===== src/rtl/mpu_pkg.sv =====
package mpu_pkg;
    localparam int ADDR_W    = 32;
    localparam int GRAN_BITS = 5;
    localparam int PID_W     = 8;
    localparam int RIGHTS_W  = 32;
    localparam int MST_W     = 3;
    localparam int NPRIV     = 4;
    localparam int NNORM     = 4;
    localparam int PRIV_FLD  = 6;
    localparam int NORM_BASE = NPRIV * PRIV_FLD;
    localparam int NORM_FLD  = 2;
    localparam logic [ADDR_W-1:0] GRAN_MASK = ADDR_W'((1 << GRAN_BITS) - 1);

    typedef enum logic [1:0] {
        KIND_READ  = 2'd0,
        KIND_WRITE = 2'd1,
        KIND_EXEC  = 2'd2
    } kind_e;

    typedef enum logic [1:0] {
        CAUSE_NOHIT   = 2'd0,
        CAUSE_SINGLE  = 2'd1,
        CAUSE_OVERLAP = 2'd2
    } cause_e;

    typedef struct packed {
        logic                valid;
        logic [ADDR_W-1:0]   lo;
        logic [ADDR_W-1:0]   hi;
        logic [RIGHTS_W-1:0] rights;
        logic [PID_W-1:0]    pid;
        logic [PID_W-1:0]    pid_mask;
    } region_t;

    typedef struct packed {
        logic   valid;
        logic   grant;
        cause_e cause;
    } verdict_t;
endpackage


===== src/rtl/region_store.sv =====
module region_store
    import mpu_pkg::*;
#(
    parameter int NREG = 8,
    localparam int IDX_W = $clog2(NREG)
) (
    input  logic             clk,
    input  logic             rst_n,
    input  logic             wr_en,
    input  logic [IDX_W-1:0] wr_idx,
    input  region_t          wr_desc,
    output region_t          rgn_q [NREG]
);
    region_t rgn_d [NREG];

    always_comb begin
        for (int i = 0; i < NREG; i++) begin
            rgn_d[i] = rgn_q[i];
            if (wr_en && (wr_idx == IDX_W'(i))) begin
                rgn_d[i] = wr_desc;
            end
        end
    end

    always_ff @(posedge clk or negedge rst_n) begin
        if (!rst_n) begin
            for (int i = 0; i < NREG; i++) begin
                rgn_q[i] <= '0;
            end
        end else begin
            rgn_q <= rgn_d;
        end
    end
endmodule


===== src/rtl/region_match.sv =====
module region_match
    import mpu_pkg::*;
(
    input  region_t            rgn,
    input  logic [ADDR_W-1:0]  acc_addr,
    input  logic [MST_W-1:0]   acc_master,
    input  logic [1:0]         acc_kind,
    input  logic               acc_super,
    input  logic [PID_W-1:0]   acc_pid,
    output logic               hit,
    output logic               permit
);
    logic [PRIV_FLD-1:0] pfld;
    logic [NORM_FLD-1:0] nfld;
    logic [2:0]          rwx;
    logic                is_priv;
    logic                pid_ok;
    logic                in_range;

    always_comb begin
        pfld = '0;
        nfld = '0;
        for (int i = 0; i < NPRIV; i++) begin
            if (acc_master == MST_W'(i)) begin
                pfld = rgn.rights[PRIV_FLD*i +: PRIV_FLD];
            end
        end
        for (int i = 0; i < NNORM; i++) begin
            if (acc_master == MST_W'(NPRIV + i)) begin
                nfld = rgn.rights[NORM_BASE + NORM_FLD*i +: NORM_FLD];
            end
        end

        is_priv = acc_master < MST_W'(NPRIV);

        // bit order of rwx: [2] read, [1] write, [0] execute
        if (is_priv) begin
            rwx = pfld[2:0];
            if (acc_super) begin
                case (pfld[4:3])
                    2'd0:    rwx = 3'b111;
                    2'd1:    rwx = 3'b101;
                    2'd2:    rwx = 3'b110;
                    default: rwx = pfld[2:0];
                endcase
            end
            pid_ok = !pfld[5] || (((acc_pid ^ rgn.pid) & ~rgn.pid_mask) == '0);
        end else begin
            rwx    = {nfld[1], nfld[0], 1'b0};
            pid_ok = 1'b1;
        end

        in_range = (acc_addr >= rgn.lo) && (acc_addr <= rgn.hi);
        hit      = rgn.valid && in_range && pid_ok;

        case (acc_kind)
            KIND_READ:  permit = hit && rwx[2];
            KIND_WRITE: permit = hit && rwx[1];
            KIND_EXEC:  permit = hit && rwx[0];
            default:    permit = 1'b0;
        endcase
    end
endmodule


===== src/rtl/region_guard.sv =====
module region_guard
    import mpu_pkg::*;
#(
    parameter int NREG = 8,
    localparam int IDX_W = $clog2(NREG)
) (
    input  logic                clk,
    input  logic                rst_n,
    input  logic                chk_enable,
    input  logic                cfg_wr,
    input  logic [IDX_W-1:0]    cfg_idx,
    input  logic [ADDR_W-1:0]   cfg_start,
    input  logic [ADDR_W-1:0]   cfg_end,
    input  logic                cfg_valid,
    input  logic [RIGHTS_W-1:0] cfg_rights,
    input  logic [PID_W-1:0]    cfg_pid,
    input  logic [PID_W-1:0]    cfg_pid_mask,
    input  logic                acc_valid,
    input  logic [ADDR_W-1:0]   acc_addr,
    input  logic [MST_W-1:0]    acc_master,
    input  logic [1:0]          acc_kind,
    input  logic                acc_super,
    input  logic [PID_W-1:0]    acc_pid,
    output logic                rsp_valid,
    output logic                rsp_grant,
    output logic [1:0]          rsp_cause
);
    region_t   wr_desc;
    region_t   rgn_q [NREG];
    logic [NREG-1:0] hit_vec;
    logic [NREG-1:0] perm_vec;
    verdict_t  rsp_d, rsp_q;
    logic      several;

    always_comb begin
        wr_desc.valid    = cfg_valid;
        wr_desc.lo       = cfg_start & ~GRAN_MASK;
        wr_desc.hi       = cfg_end | GRAN_MASK;
        wr_desc.rights   = cfg_rights;
        wr_desc.pid      = cfg_pid;
        wr_desc.pid_mask = cfg_pid_mask;
    end

    region_store #(.NREG(NREG)) u_store (
        .clk     (clk),
        .rst_n   (rst_n),
        .wr_en   (cfg_wr),
        .wr_idx  (cfg_idx),
        .wr_desc (wr_desc),
        .rgn_q   (rgn_q)
    );

    for (genvar g = 0; g < NREG; g++) begin : g_rgn
        region_match u_match (
            .rgn        (rgn_q[g]),
            .acc_addr   (acc_addr),
            .acc_master (acc_master),
            .acc_kind   (acc_kind),
            .acc_super  (acc_super),
            .acc_pid    (acc_pid),
            .hit        (hit_vec[g]),
            .permit     (perm_vec[g])
        );
    end

    always_comb begin
        several     = (hit_vec & (hit_vec - NREG'(1))) != '0;
        rsp_d.valid = acc_valid;
        rsp_d.grant = 1'b1;
        rsp_d.cause = CAUSE_NOHIT;
        if (chk_enable && (perm_vec == '0)) begin
            rsp_d.grant = 1'b0;
            if (hit_vec == '0) begin
                rsp_d.cause = CAUSE_NOHIT;
            end else if (several) begin
                rsp_d.cause = CAUSE_OVERLAP;
            end else begin
                rsp_d.cause = CAUSE_SINGLE;
            end
        end
        if (!acc_valid) begin
            rsp_d.grant = 1'b0;
            rsp_d.cause = CAUSE_NOHIT;
        end
    end

    always_ff @(posedge clk or negedge rst_n) begin
        if (!rst_n) begin
            rsp_q <= '0;
        end else begin
            rsp_q <= rsp_d;
        end
    end

    assign rsp_valid = rsp_q.valid;
    assign rsp_grant = rsp_q.grant;
    assign rsp_cause = rsp_q.cause;
endmodule


===== config.mk =====
export PLATFORM = sky130hd
export DESIGN_NAME = region_guard
export DESIGN_NICKNAME = d
export VERILOG_FILES = /design/src/rtl/mpu_pkg.sv /design/src/rtl/region_store.sv /design/src/rtl/region_match.sv /design/src/rtl/region_guard.sv
export SDC_FILE = /design/constraint.sdc
export NUM_CORES = 2
export LEC_CHECK = 0
export BUFFER_PORTS_ARGS = -buffer_cell sky130_fd_sc_hd__buf_4
export CAP_MARGIN = 40
export CORE_ASPECT_RATIO = 1.2
export CORE_MARGIN = 2
export CORE_UTILIZATION = 35
export CTS_CLUSTER_DIAMETER = 50
export DETAILED_ROUTE_END_ITERATION = 8
export GPL_TIMING_DRIVEN = 0
export PLACE_DENSITY = 0.48
export SLEW_MARGIN = 20
export SYNTH_ARGS = -nofsm -noshare
export SYNTH_HDL_FRONTEND = slang
export SYNTH_HIERARCHICAL = 1
export SYNTH_SLANG_ARGS = --single-unit

===== constraint.sdc =====
create_clock -name clk -period 3.05 [get_ports clk]
set_input_delay 0.61 -clock clk [delete_from_list [all_inputs] [get_ports clk]]
set_output_delay 0.61 -clock clk [all_outputs]
set_load 0.01 [all_outputs]

==> impl_metrics.json <==
{
  "status": "finished, violations left",
  "failed_checks": "negative setup slack",
  "crit_chain": "inv_1, ha_1, inv_1, or3_1, nor2_1, a2111o_1, a21oi_4, nor2_4, or4_4, a21oi_4, o22ai_4, nor3b_2",
  "fin_crit_sh": 1.02,
  "initial_core_util": 0.351,
  "cp-end-kind": "flop",
  "finalHoldWorstSlack_ns": 0.160,
  "grt_max_degree": 130,
  "ys.flop_type": "dfrtp_1",
  "hold_viol": 0,
  "gp_congestion": 0.803,
  "tightest_slew_ns": 0.843,
  "critPathKind": "flop to flop",
  "clockRootBuffer": "clkbuf_16",
  "dpl_cell_area_sq_mm": 0.0555,
  "slowest_stage": "or4_4",
  "clkSinkCount": 908,
  "routed_via_density": 5.03,
  "die_w_microns": 354,
  "critPathMaxFanout": 3,
  "synth_edf_count": 0,
  "min_period_ns": 3.11,
  "area_growth_pct": 18.7,
  "yosysTopAreaCell": "dfrtp_1",
  "total_power_mw": 42.4,
  "power_density_mw_per_mm2": 695,
  "fin_ws_ns": -0.0573,
  "avgRoutedWirePerCell_microns": 22.6,
  "port_buffers": 154,
  "hold_path.class": "input pin to flop",
  "setup_viol": 1,
  "p_leak_nw": 28.7,
  "synth.area.top_cells": "dfrtp_1 (44%), mux2_2 (18%), ha_1 (13%)",
  "ys_ff_latch": 908,
  "finalWirelength_microns": 150000,
  "drc": 0,
  "layoutNonFillerInstCount": 6636,
  "dr.pass1.iters": 5,
  "via_count": 33400,
  "rsz0062_at_grt": "yes",
  "drt-initial-drc-count": 1365,
  "clock_latency_ns": 0.76,
  "placed_cells": 6359,
  "final_nets": 5283,
  "fmax_mhz": 322,
  "cts_tree": "yes",
  "synthTopCellsByCount": "dfrtp_1 (908), mux2_2 (834), inv_1 (576)",
  "die_y_microns": 424,
  "netlist.area_leader.share": 0.442,
  "antenna_left": 0,
  "vdd_drop_max_v": 0.000564,
  "yosysSeqAreaShare": 0.442,
  "cts.htree.levels": 4,
  "yosys_warnings": 6,
  "crit_path_start_kind": "flop",
  "final_area_sq_mm": 0.0610,
  "finish.utilization": 0.417,
  "grt_pass1_vias": 35000,
  "ios": 171,
  "synth-async-reset-ratio": 1.00,
  "synth.distinct_cells": 61,
  "critical-path-max-stage-delay_ns": 0.54,
  "max_slew_margin": 0.432,
  "maxCapViolCount": 0,
  "die_area_sq_mm": 0.150,
  "grt_usage": 0.201,
  "grt_pass1_wl_microns": 224000,
  "dp_hpwl_microns": 108000,
  "cp.required_ns": 3.70,
  "clock_path_buffers": 3,
  "clock_skew_ns": 0.0180,
  "slew_viol_final": 0,
  "syn_area_sq_mm": 0.0514,
  "synth_cells": 4165,
  "drive_above_1_share": 0.348,
  "arrival_ns": 3.76,
  "path_clk_slew_ns": 0.06,
  "synth_most_common_cell": "dfrtp_1",
  "antenna_found_initial": 16,
  "gr-total-overflow": 0,
  "cts-buffers-inserted": 134,
  "rows": 154,
  "syn_avg_cell_area_sq_um": 12.3,
  "core_area_sq_mm": 0.146
}
[cell families (layout without fill, tap and decap cells)]
| logic type | after synthesis | in the layout | synth area share |
|---|---|---|---|
| compound gates | 499 | 499 | 0.0640 |
| xor+xnor | 64 | 64 | 0.0109 |
| fa+ha+maj | 538 | 538 | 0.131 |
| other cells | 2 | 84 | 0.000146 |
| flops | 908 | 908 | 0.442 |
| buf+inv | 695 | 1134 | 0.0582 |
| simple gates | 483 | 483 | 0.0619 |
| mux | 976 | 976 | 0.232 |
[where the power goes]
group	internal, mW	switching [mW]
Sequential	14.7	1.36
Combinational	5.16	5.10
Clock	10.1	5.98
Total	30.0	12.4
[cell type report]
type                    count  area, sq um
fillers                 14000        85300
multi-input cells        2640        26500
flip-flops and latches    908        22700
clock buffers             177         3840
well taps                1950         2440
inverters                 576         2160
repair buffers            201         1690
plain buffers             119          831
clock inverters            61          777
diodes                      4         10.0
[stage by stage]
step           TNS (ns)  setup WS (ns)
2_1_floorplan         0        0.00428
3_3_place_gp   -9185.62         -10.39
3_5_place_dp      -3.07          -1.04
4_1_cts          -0.133         -0.113
5_1_grt          -0.292         -0.166
6_report        -0.0573        -0.0573
[critical path: cells and delay by family, from the launching register on]
kind	cells	cell delay, ns
flops	1	0.39
fa+ha+maj	1	0.30
buf+inv	2	0.26
compound gates	4	0.98
simple gates	5	1.04
[what timing repair did]
action                                 in CTS  in global routing
endpoints found under the hold margin      98                  0
buffers inserted                           26                  7
resized for setup                          72                 47
setup endpoints to repair                   3                  3
hold buffers                                2                  0
cloned                                      0                  0
pin swaps                                  33                 27
[worst paths after layout]
check / start / end / slack, ns / cells after the start
setup / recovery: u_store/rgn_q[789] / rsp_cause[1] / -0.06 / 12
hold / removal: cfg_end[30] / u_store/rgn_q[869] / 0.16 / 2
setup reg to reg: u_store/rgn_q[789] / rsp_cause[1] / -0.06 / 12
hold reg to reg: u_store/rgn_q[840] / u_store/rgn_q[840] / 0.48 / 1
max in group asynchronous: rst_n / u_store/rgn_q[117] / 0.49 / 5
min in group asynchronous: rst_n / u_store/rgn_q[84] / 0.45 / 2
[routing by layer]
layer / share of wire / GRT usage
met5: 0.00027 / 0
met4: 0.029 / 0.0694
met3: 0.037 / 0.0302
met2: 0.52 / 0.362
met1: 0.42 / 0.244
[placed cells by master, fill, tap and decap left out, types with 14 or more instances in the layout]
master / instances
dfrtp_1: 908
mux2_2: 834
inv_1: 569
ha_1: 526
buf_4: 184
clkbuf_16: 140
nand2_1: 136
a21oi_1: 135
buf_2: 83
conb_1: 80
o21ai_0: 72
mux2_1: 70
xnor2_1: 64
nor2_1: 49
a21o_1: 48
buf_6: 42
nand4_1: 41
nand3_1: 40
mux4_2: 40
o22ai_1: 32
mux4_1: 32
and3_1: 26
o211ai_1: 24
o21ai_1: 24
clkinv_2: 22
a21oi_2: 21
clkbuf_8: 20
nand4_2: 20
clkbuf_1: 17
a211oi_1: 17
o21a_1: 16
a21o_2: 16
and4_2: 16
bufinv_16: 14
[state kept, by name (all words and copies together), names as in the netlist]
name and flops:
rsp_valid 1, rsp_grant 1, rsp_cause 2, u_store/rgn_q 904
(Power assumes the default switching activity.)
